### src/rtl/adderSeqPkg.sv
package adderSeqPkg;

  typedef enum logic [2:0] {
    PH_IDLE,
    PH_INIT,
    PH_PROG,
    PH_PREP,
    PH_FIN
  } phase_t;

  typedef struct packed {
    phase_t phase;
    logic   load;
  } ctrlStb_t;

endpackage

### src/rtl/addSeqCtrl.sv
module addSeqCtrl
  import adderSeqPkg::*;
#(
  parameter int N    = 8,
  parameter int IDXW = $clog2(N + 1)
) (
  input  logic            clk,
  input  logic            rstN,
  input  logic            start,
  output ctrlStb_t        stb,
  output logic [IDXW-1:0] stepIdx,
  output logic            busy,
  output logic            done
);

  localparam logic [IDXW-1:0] LAST_STEP = IDXW'(N);

  phase_t          phase;
  logic [IDXW-1:0] idx;

  always_ff @(posedge clk) begin
    if (!rstN) begin
      phase <= PH_IDLE;
      idx   <= '0;
      done  <= 1'b0;
    end else begin
      done <= 1'b0;
      unique case (phase)
        PH_IDLE: if (start) phase <= PH_INIT;
        PH_INIT: phase <= PH_PROG;
        PH_PROG: begin
          phase <= PH_PREP;
          idx   <= '0;
        end
        PH_PREP: begin
          if (idx == LAST_STEP) begin
            phase <= PH_FIN;
            idx   <= '0;
          end else begin
            idx <= idx + 1'b1;
          end
        end
        PH_FIN: begin
          if (idx == LAST_STEP) begin
            phase <= PH_IDLE;
            idx   <= '0;
            done  <= 1'b1;
          end else begin
            idx <= idx + 1'b1;
          end
        end
        default: phase <= PH_IDLE;
      endcase
    end
  end

  always_comb begin
    stb.phase = phase;
    stb.load  = (phase == PH_IDLE) && start;
  end

  assign stepIdx = idx;
  assign busy    = (phase != PH_IDLE);

endmodule

### src/rtl/addSeqData.sv
module addSeqData
  import adderSeqPkg::*;
#(
  parameter int N    = 8,
  parameter int W    = N + 1,
  parameter int IDXW = $clog2(N + 1)
) (
  input  logic            clk,
  input  logic            rstN,
  input  ctrlStb_t        stb,
  input  logic [IDXW-1:0] stepIdx,
  input  logic            sub,
  input  logic [N-1:0]    aIn,
  input  logic [N-1:0]    bIn,
  input  logic            cIn,
  input  logic            auxSense,
  output logic            calcWl,
  output logic [W-1:0]    calcBlDrv,
  output logic [W-1:0]    calcBlVal,
  output logic            auxWl,
  output logic [W-1:0]    auxBlDrv,
  output logic [W-1:0]    auxBlVal
);

  logic [W-1:0] aOp;
  logic [W-1:0] bOp;
  logic         carryIn;
  logic [N-1:0] bEff;

  assign bEff = sub ? ~bIn : bIn;

  // Operands are captured with the sign bit duplicated into position N
  always_ff @(posedge clk) begin
    if (!rstN) begin
      aOp     <= '0;
      bOp     <= '0;
      carryIn <= 1'b0;
    end else if (stb.load) begin
      aOp     <= {aIn[N-1], aIn};
      bOp     <= {bEff[N-1], bEff};
      carryIn <= sub | cIn;
    end
  end

  // Per-cell position masks relative to the current step
  logic [W-1:0] selHere;
  logic [W-1:0] selAbove;

  for (genvar j = 0; j < W; j++) begin : g_cellSel
    assign selHere[j]  = (stepIdx == IDXW'(j));
    assign selAbove[j] = (IDXW'(j) > stepIdx);
  end

  logic aBit;
  logic bBit;

  assign aBit = aOp[stepIdx];
  assign bBit = bOp[stepIdx];

  always_comb begin
    calcWl    = 1'b0;
    calcBlDrv = '0;
    calcBlVal = '0;
    auxWl     = 1'b0;
    auxBlDrv  = '0;
    auxBlVal  = '0;
    unique case (stb.phase)
      PH_INIT: begin
        calcWl    = 1'b1;
        auxWl     = 1'b1;
        calcBlDrv = '1;
        auxBlDrv  = '1;
      end
      PH_PROG: begin
        calcWl    = carryIn;
        auxWl     = carryIn;
        calcBlDrv = '1;
        calcBlVal = '1;
        auxBlDrv  = '1;
        auxBlVal  = '1;
      end
      PH_PREP: begin
        calcWl    = aBit;
        auxWl     = aBit;
        calcBlDrv = selHere | selAbove;
        calcBlVal = ({W{bBit}} & selHere) | ({W{~bBit}} & selAbove);
        auxBlDrv  = selHere | selAbove;
        auxBlVal  = {W{~bBit}} & (selHere | selAbove);
      end
      PH_FIN: begin
        auxWl     = 1'b1;
        auxBlDrv  = selHere;
        calcWl    = bBit;
        calcBlDrv = selHere;
        calcBlVal = {W{auxSense}} & selHere;
      end
      default: ;
    endcase
  end

endmodule

### src/rtl/precalcAdderSeq.sv
module precalcAdderSeq
  import adderSeqPkg::*;
#(
  parameter int N = 8,
  localparam int W = N + 1,
  localparam int IDXW = $clog2(N + 1)
) (
  input  logic         clk,
  input  logic         rstN,
  input  logic         start,
  input  logic         sub,
  input  logic [N-1:0] aIn,
  input  logic [N-1:0] bIn,
  input  logic         cIn,
  input  logic         auxSense,
  output logic         busy,
  output logic         done,
  output logic         calcWl,
  output logic [W-1:0] calcBlDrv,
  output logic [W-1:0] calcBlVal,
  output logic         auxWl,
  output logic [W-1:0] auxBlDrv,
  output logic [W-1:0] auxBlVal
);

  ctrlStb_t        ctrlStb;
  logic [IDXW-1:0] stepIdx;

  addSeqCtrl #(.N(N), .IDXW(IDXW)) u_ctrl (
    .clk     (clk),
    .rstN    (rstN),
    .start   (start),
    .stb     (ctrlStb),
    .stepIdx (stepIdx),
    .busy    (busy),
    .done    (done)
  );

  addSeqData #(.N(N), .W(W), .IDXW(IDXW)) u_data (
    .clk       (clk),
    .rstN      (rstN),
    .stb       (ctrlStb),
    .stepIdx   (stepIdx),
    .sub       (sub),
    .aIn       (aIn),
    .bIn       (bIn),
    .cIn       (cIn),
    .auxSense  (auxSense),
    .calcWl    (calcWl),
    .calcBlDrv (calcBlDrv),
    .calcBlVal (calcBlVal),
    .auxWl     (auxWl),
    .auxBlDrv  (auxBlDrv),
    .auxBlVal  (auxBlVal)
  );

endmodule

### config.mk
export PLATFORM = sky130hd
export DESIGN_NAME = precalcAdderSeq
export DESIGN_NICKNAME = d
export VERILOG_FILES = /design/src/rtl/adderSeqPkg.sv /design/src/rtl/addSeqCtrl.sv /design/src/rtl/addSeqData.sv /design/src/rtl/precalcAdderSeq.sv
export SDC_FILE = /design/constraint.sdc
export NUM_CORES = 1
export LEC_CHECK = 0
export ABC_AREA = 1
export CAP_MARGIN = 20
export CELL_PAD_IN_SITES_DETAIL_PLACEMENT = 0
export CELL_PAD_IN_SITES_GLOBAL_PLACEMENT = 2
export CORE_MARGIN = 3
export CORE_UTILIZATION = 26
export DETAILED_ROUTE_END_ITERATION = 12
export PLACE_DENSITY_LB_ADDON = 0.1
export REMOVE_ABC_BUFFERS = 1
export SLEW_MARGIN = 15
export SYNTH_ARGS = -nofsm -noshare
export SYNTH_HDL_FRONTEND = slang
export SYNTH_SLANG_ARGS = --single-unit
### constraint.sdc
create_clock -name clk -period 5.1 [get_ports clk]
set_input_delay 1.02 -clock clk [delete_from_list [all_inputs] [get_ports clk]]
set_output_delay 1.02 -clock clk [all_outputs]
set_load 0.05 [all_outputs]
* Yosys cells after proc, flatten, opt, wreduce, memory -nomap -nowiden
Cells that the tools add are included.
Widths: inputs -> output; s select.
** Cells by class
- Mux-type cells :: 17
- Eq/ne operators :: 15
- Reductions and logical operators :: 10
- Bitwise gates (word level) :: 9
- Add/sub/neg operators :: 1
- $lt $le $gt $ge :: 10
** Operator list (count)
- $pmux 9 s3 :: 2
- $and 9x9->9 :: 4
- $or 9x9->9 :: 2
- $pmux 9 s2 :: 1
- $eq 4x3->1 const B :: 4
- $gt 3x4->1 const A :: 4
- $pmux 3 s5 :: 1
- $mux 3 :: 3
- $bmux 1 s4 :: 2
- $eq 4x2->1 const B :: 2
- $gt 1x4->1 const A :: 2
- $gt 2x4->1 const A :: 2
- $mux 8 :: 1
- $not 8->8 :: 1
- $pmux 4 s2 :: 1
- $eq 3x2->1 const B :: 2
- $reduce_or 2->1 :: 3
- $lt 4x5->1 const B :: 1
- $add 4x1->4 const B :: 1
- $eq 4x1->1 const B :: 1
- $eq 4x4->1 const B :: 1
- $gt 4x4->1 const A :: 1
- $logic_not 4->1 :: 1
- $mux 4 :: 1
- other kinds (15) :: 18
** Storage, ports and cells
- Logic and storage cells :: 68
- Register bits :: 25

* Depth between registers and ports, before layout
- Depth after elaboration :: 6
- Gate-level depth with buffers :: 11
- Mapped depth without buffers :: 10

* Modules after synthesis
From an unflattened synthesis, not the netlist that was laid out.
** Second synthesis, totals
- Cell total of the unflattened synthesis :: 338
- Area total of the unflattened synthesis :: 1974.4 um2
** By module, submodules not included
- addSeqData :: instances 1, area an instance 1570.3 um2, sequential area each 340.3 um2, cells an instance 283
- addSeqCtrl :: instances 1, area an instance 404.1 um2, sequential area each 160.2 um2, cells an instance 55

* Worst setup path before layout
OpenSTA, ideal clock, no wires.
- Path type :: register -> output
- Start point :: register u_ctrl.idx[1] (netlist: u_ctrl.stepIdx[1])
- End point :: output port calcBlDrv[2]
- Stages on the path, launching flop included :: 7
- Path slack :: 1.993 ns
- Data arrival time :: 2.087 ns
- Path buffers :: 1
- Path through :: dfxtp_1 > ha_1 > inv_1 > nor2_1 > inv_1 > o211ai_1 > buf_4
** On the way
- Cells in the longest elaborated chain, start to end :: 3
** RTL lines
- start: declaration :: line addSeqCtrl.sv:19 : logic [IDXW-1:0] idx;
- start signal: assignment :: line addSeqCtrl.sv:40 : idx <= idx + 1'b1;
- start signal: assignment :: line addSeqCtrl.sv:49 : idx <= idx + 1'b1;
- $gt 2x4->1 or $eq 4x2->1 (tied branches) :: line addSeqData.sv:51, addSeqData.sv:50
- $or 9x9->9
- $pmux 9 s3 (*)
- end: declaration :: line precalcAdderSeq.sv:19 : output logic [W-1:0] calcBlDrv,
Mark *: on every way between the ends. The rest lies on a longest branch, timed or not.

* Worst setup path after layout
- Start point :: register u_ctrl.idx[0] (netlist: u_ctrl.stepIdx[0])
- End point :: output port calcBlDrv[6]
** On the way
- Cells in the longest elaborated chain, start to end :: 3
** RTL lines
- $gt 3x4->1 or $eq 4x3->1 (tied branches) :: line addSeqData.sv:51, addSeqData.sv:50
- $or 9x9->9 :: line addSeqData.sv:85 : calcBlDrv = selHere | selAbove;
- $pmux 9 s3 (*) :: line addSeqData.sv:67 : unique case (stb.phase)
Marks and branches as above.

==> impl_metrics.py <==
metrics = {
    "synthesis": {
        "ys_seq_area_frac": 0.250,
        "synth_top_family_by_area": "simple AND/OR/NAND/NOR gates",
        "yosys_register_bits": 25,
        "yosys.area_share.simple": 0.334,
        "synthCells": 312,
        "synthesis.area_sq_um": 2000,
        "synth_mux_area_frac": 0,
        "synth-xor-area-share": 0.0350,
        "yosysWarnings": 0,
        "synth_compound_area_frac": 0.202,
        "synth_adder_area_share": 0.0187,
        "ys_types": 33,
        "synth_area_per_cell_sq_um": 6.42,
    },
    "power": {
        "clkPwrFrac": 0.141,
        "ir_drop_uv": 92.8,
        "totalPowerFinal_mw": 0.870,
        "switching_share": 0.503,
        "comb_power_share": 0.601,
        "p_leak_nw": 1.13,
        "power_density_nw_per_um2": 327,
        "p_sw_mw": 0.438,
        "seqPwrFrac": 0.259,
        "intPower_mw": 0.432,
    },
    "cts": {
        "htreeDepth": 1,
        "clkSinkCount": 25,
        "clk_pin_slew_worst_paths_ns": 0.09,
        "cts_inserted_buffers": 3,
        "tritoncts": "done",
        "post_cts_buffers": 0,
        "clock_path_buffers": 2,
        "post_cts_resized": 0,
        "postCtsHoldBufs": 0,
        "clock_latency_ns": 0.27,
        "cts_root_buffer": "clkbuf_8",
    },
    "floorplanning": {
        "fp.coreArea_sq_um": 7370,
        "die_area_sq_um": 8790,
        "pin_count": 62,
        "rows": 31,
        "initial_core_util": 0.272,
        "fp.dieH_um": 93.8,
        "die_w_um": 93.8,
    },
    "cells_and_area": {
        "final_nets": 385,
        "drive_gt1_frac": 0.128,
        "num_antenna_cells": 0,
        "layout_commonest_cell": "clkdlybuf4s50_1",
        "stdcell_count": 458,
        "layout_common_cells": "clkdlybuf4s50_1 (61), nand2_1 (49), inv_1 (38)",
        "area_delta_synth_final_pct": 32.7,
        "fillers": 836,
    },
    "sta": {
        "fin_skew_ns": 0.00226,
        "setup_violations": 0,
        "fmaxAchievable_mhz": 251,
        "totalNegativeSetupSlack_ns": 0,
        "rsz0062_at_grt": "no",
        "min_period_ns": 3.98,
        "final_max_slew_viol_count": 0,
        "fin_crit_sh": 0.780,
        "tightest_slew_ns": 0.591,
        "maxSlewHeadroom": 0.606,
        "hold_viol": 0,
        "setup_slack_ns": 1.12,
    },
    "outcome": {
        "outcome": "completed",
    },
    "place": {
        "dp.final_hpwl_um": 5080,
        "dp.cells": 454,
        "gp_congestion": 0.798,
        "place_ws_ns": 1.13,
        "portBuffers": 61,
    },
    "global_route": {
        "grt_pass1_wl_um": 10600,
        "track_usage": 0.152,
        "grt_util_met3": 0.0168,
        "gr-total-overflow": 0,
        "antenna_found_initial": 0,
        "grt-busiest-layer": "met2",
        "grt_max_degree": 35,
        "use_met1": 0.195,
        "grt_pass1_vias": 2131,
        "met2_usage": 0.266,
    },
    "detailed_routing": {
        "routedWlPerCell_um": 14.1,
        "routed_wl_um": 6440,
        "drt_first_iter_violations": 55,
        "drc_errors": 0,
        "drtAntennaViolNets": 0,
        "num_vias": 2089,
        "avgViaCountPerCell": 4.56,
        "firstDrtPassIters": 4,
    },
    "critical_path": {
        "cp-end-kind": "primary output",
        "critPathArrivalTime_ns": 2.96,
        "criticalPathCategory": "flop to primary output",
        "path_max_fanout": 15,
        "startpoint_type": "flop",
        "reg2reg_depth": 7,
        "required_ns": 4.08,
        "rrSetupSlack_ns": 3.07,
    },
    "worst_hold_path": {
        "min_path_cells": 2,
        "hp-class": "flop to flop",
    },
    "flow_run": {
        "cap_violations": 0,
    },
}
cell type report:
| cell class | instances | area, sq um | share of cell area |
|---|---|---|---|
| Inverter | 52 | 198 | 0.0744 |
| Clock buffer | 4 | 45.0 | 0.0169 |
| Multi-Input combinational cell | 217 | 1180 | 0.444 |
| Sequential cell | 25 | 500 | 0.188 |
| Timing Repair Buffer | 61 | 611 | 0.230 |
| Tap cell | 99 | 124 | 0.0466 |
kinds of logic after synthesis:
family / count (synthesis)
compound gates: 72
xor+xnor: 8
fa+ha+maj: 3
buf+inv: 70
flops: 25
simple gates: 134
routing by layer:
layer	wire [um]	up-vias
met5	0	-
met1	2980	930
li1	-	1088
met2	3020	60
met3	323	11
met4	114	0
flip-flops by register name, summed over array words and instances (netlist names):
signal          cells
u_data.carryIn      1
u_ctrl.done         1
u_data.aOp          8
u_data.bOp          8
u_ctrl.stepIdx      4
u_ctrl.phase        3
critical path, stage by stage, from the launching register on:
cell and delay, ns:
dfxtp_1 0.70, inv_2 0.23, ha_1 0.25, inv_1 0.17, nor2_1 0.10, inv_1 0.09, nor2_1 0.06, or3_1 0.37
clkdlybuf4s50_1 0.71
synthesized netlist by cell type (all sizes together):
| master | number | area (sq um) |
|---|---|---|
| a21oi | 31 | 159 |
| nand2 | 61 | 273 |
| nand4 | 2 | 12.5 |
| clkbuf | 3 | 12.5 |
| inv | 52 | 198 |
| nor2 | 36 | 145 |
| o21ai | 31 | 163 |
| a211oi | 2 | 20.0 |
| a31oi | 3 | 25.0 |
| nand3 | 32 | 210 |
| dfxtp | 25 | 500 |
| ha | 3 | 37.5 |
| o211ai | 5 | 37.5 |
| nor3 | 2 | 21.3 |
| or3 | 1 | 6.26 |
| buf | 15 | 113 |
| xor2 | 8 | 70.1 |
stage by stage:
step	util	area [sq um]	hold slack (ns)
after floorplan	-	1880	0.420
after global placement	0.354	2610	0.435
after detailed placement	0.354	2610	0.437
after CTS	0.361	2660	0.452
after global routing	0.361	2660	0.483
final	0.361	2660	0.447
final timing paths:
path | start | endpoint
worst min-delay path | u_data.aOp[6] | u_data.aOp[6]
worst min register to register | u_data.aOp[6] | u_data.aOp[6]
worst max register to register | u_ctrl.stepIdx[0] | u_ctrl.stepIdx[2]
worst max-delay path | u_ctrl.stepIdx[0] | calcBlDrv[6]
power groups by stage:
stage | clock network [mW] | registers [mW] | logic, mW
finish | 0.122 | 0.225 | 0.523
global route | 0.133 | 0.228 | 0.557
CTS | 0.129 | 0.225 | 0.529
detailed placement | 0 | 0.230 | 0.528
global placement | 0 | 0.230 | 0.527
floorplan | 0 | 0.227 | 0.350
Note: power is estimated with default switching activity, not from simulation.
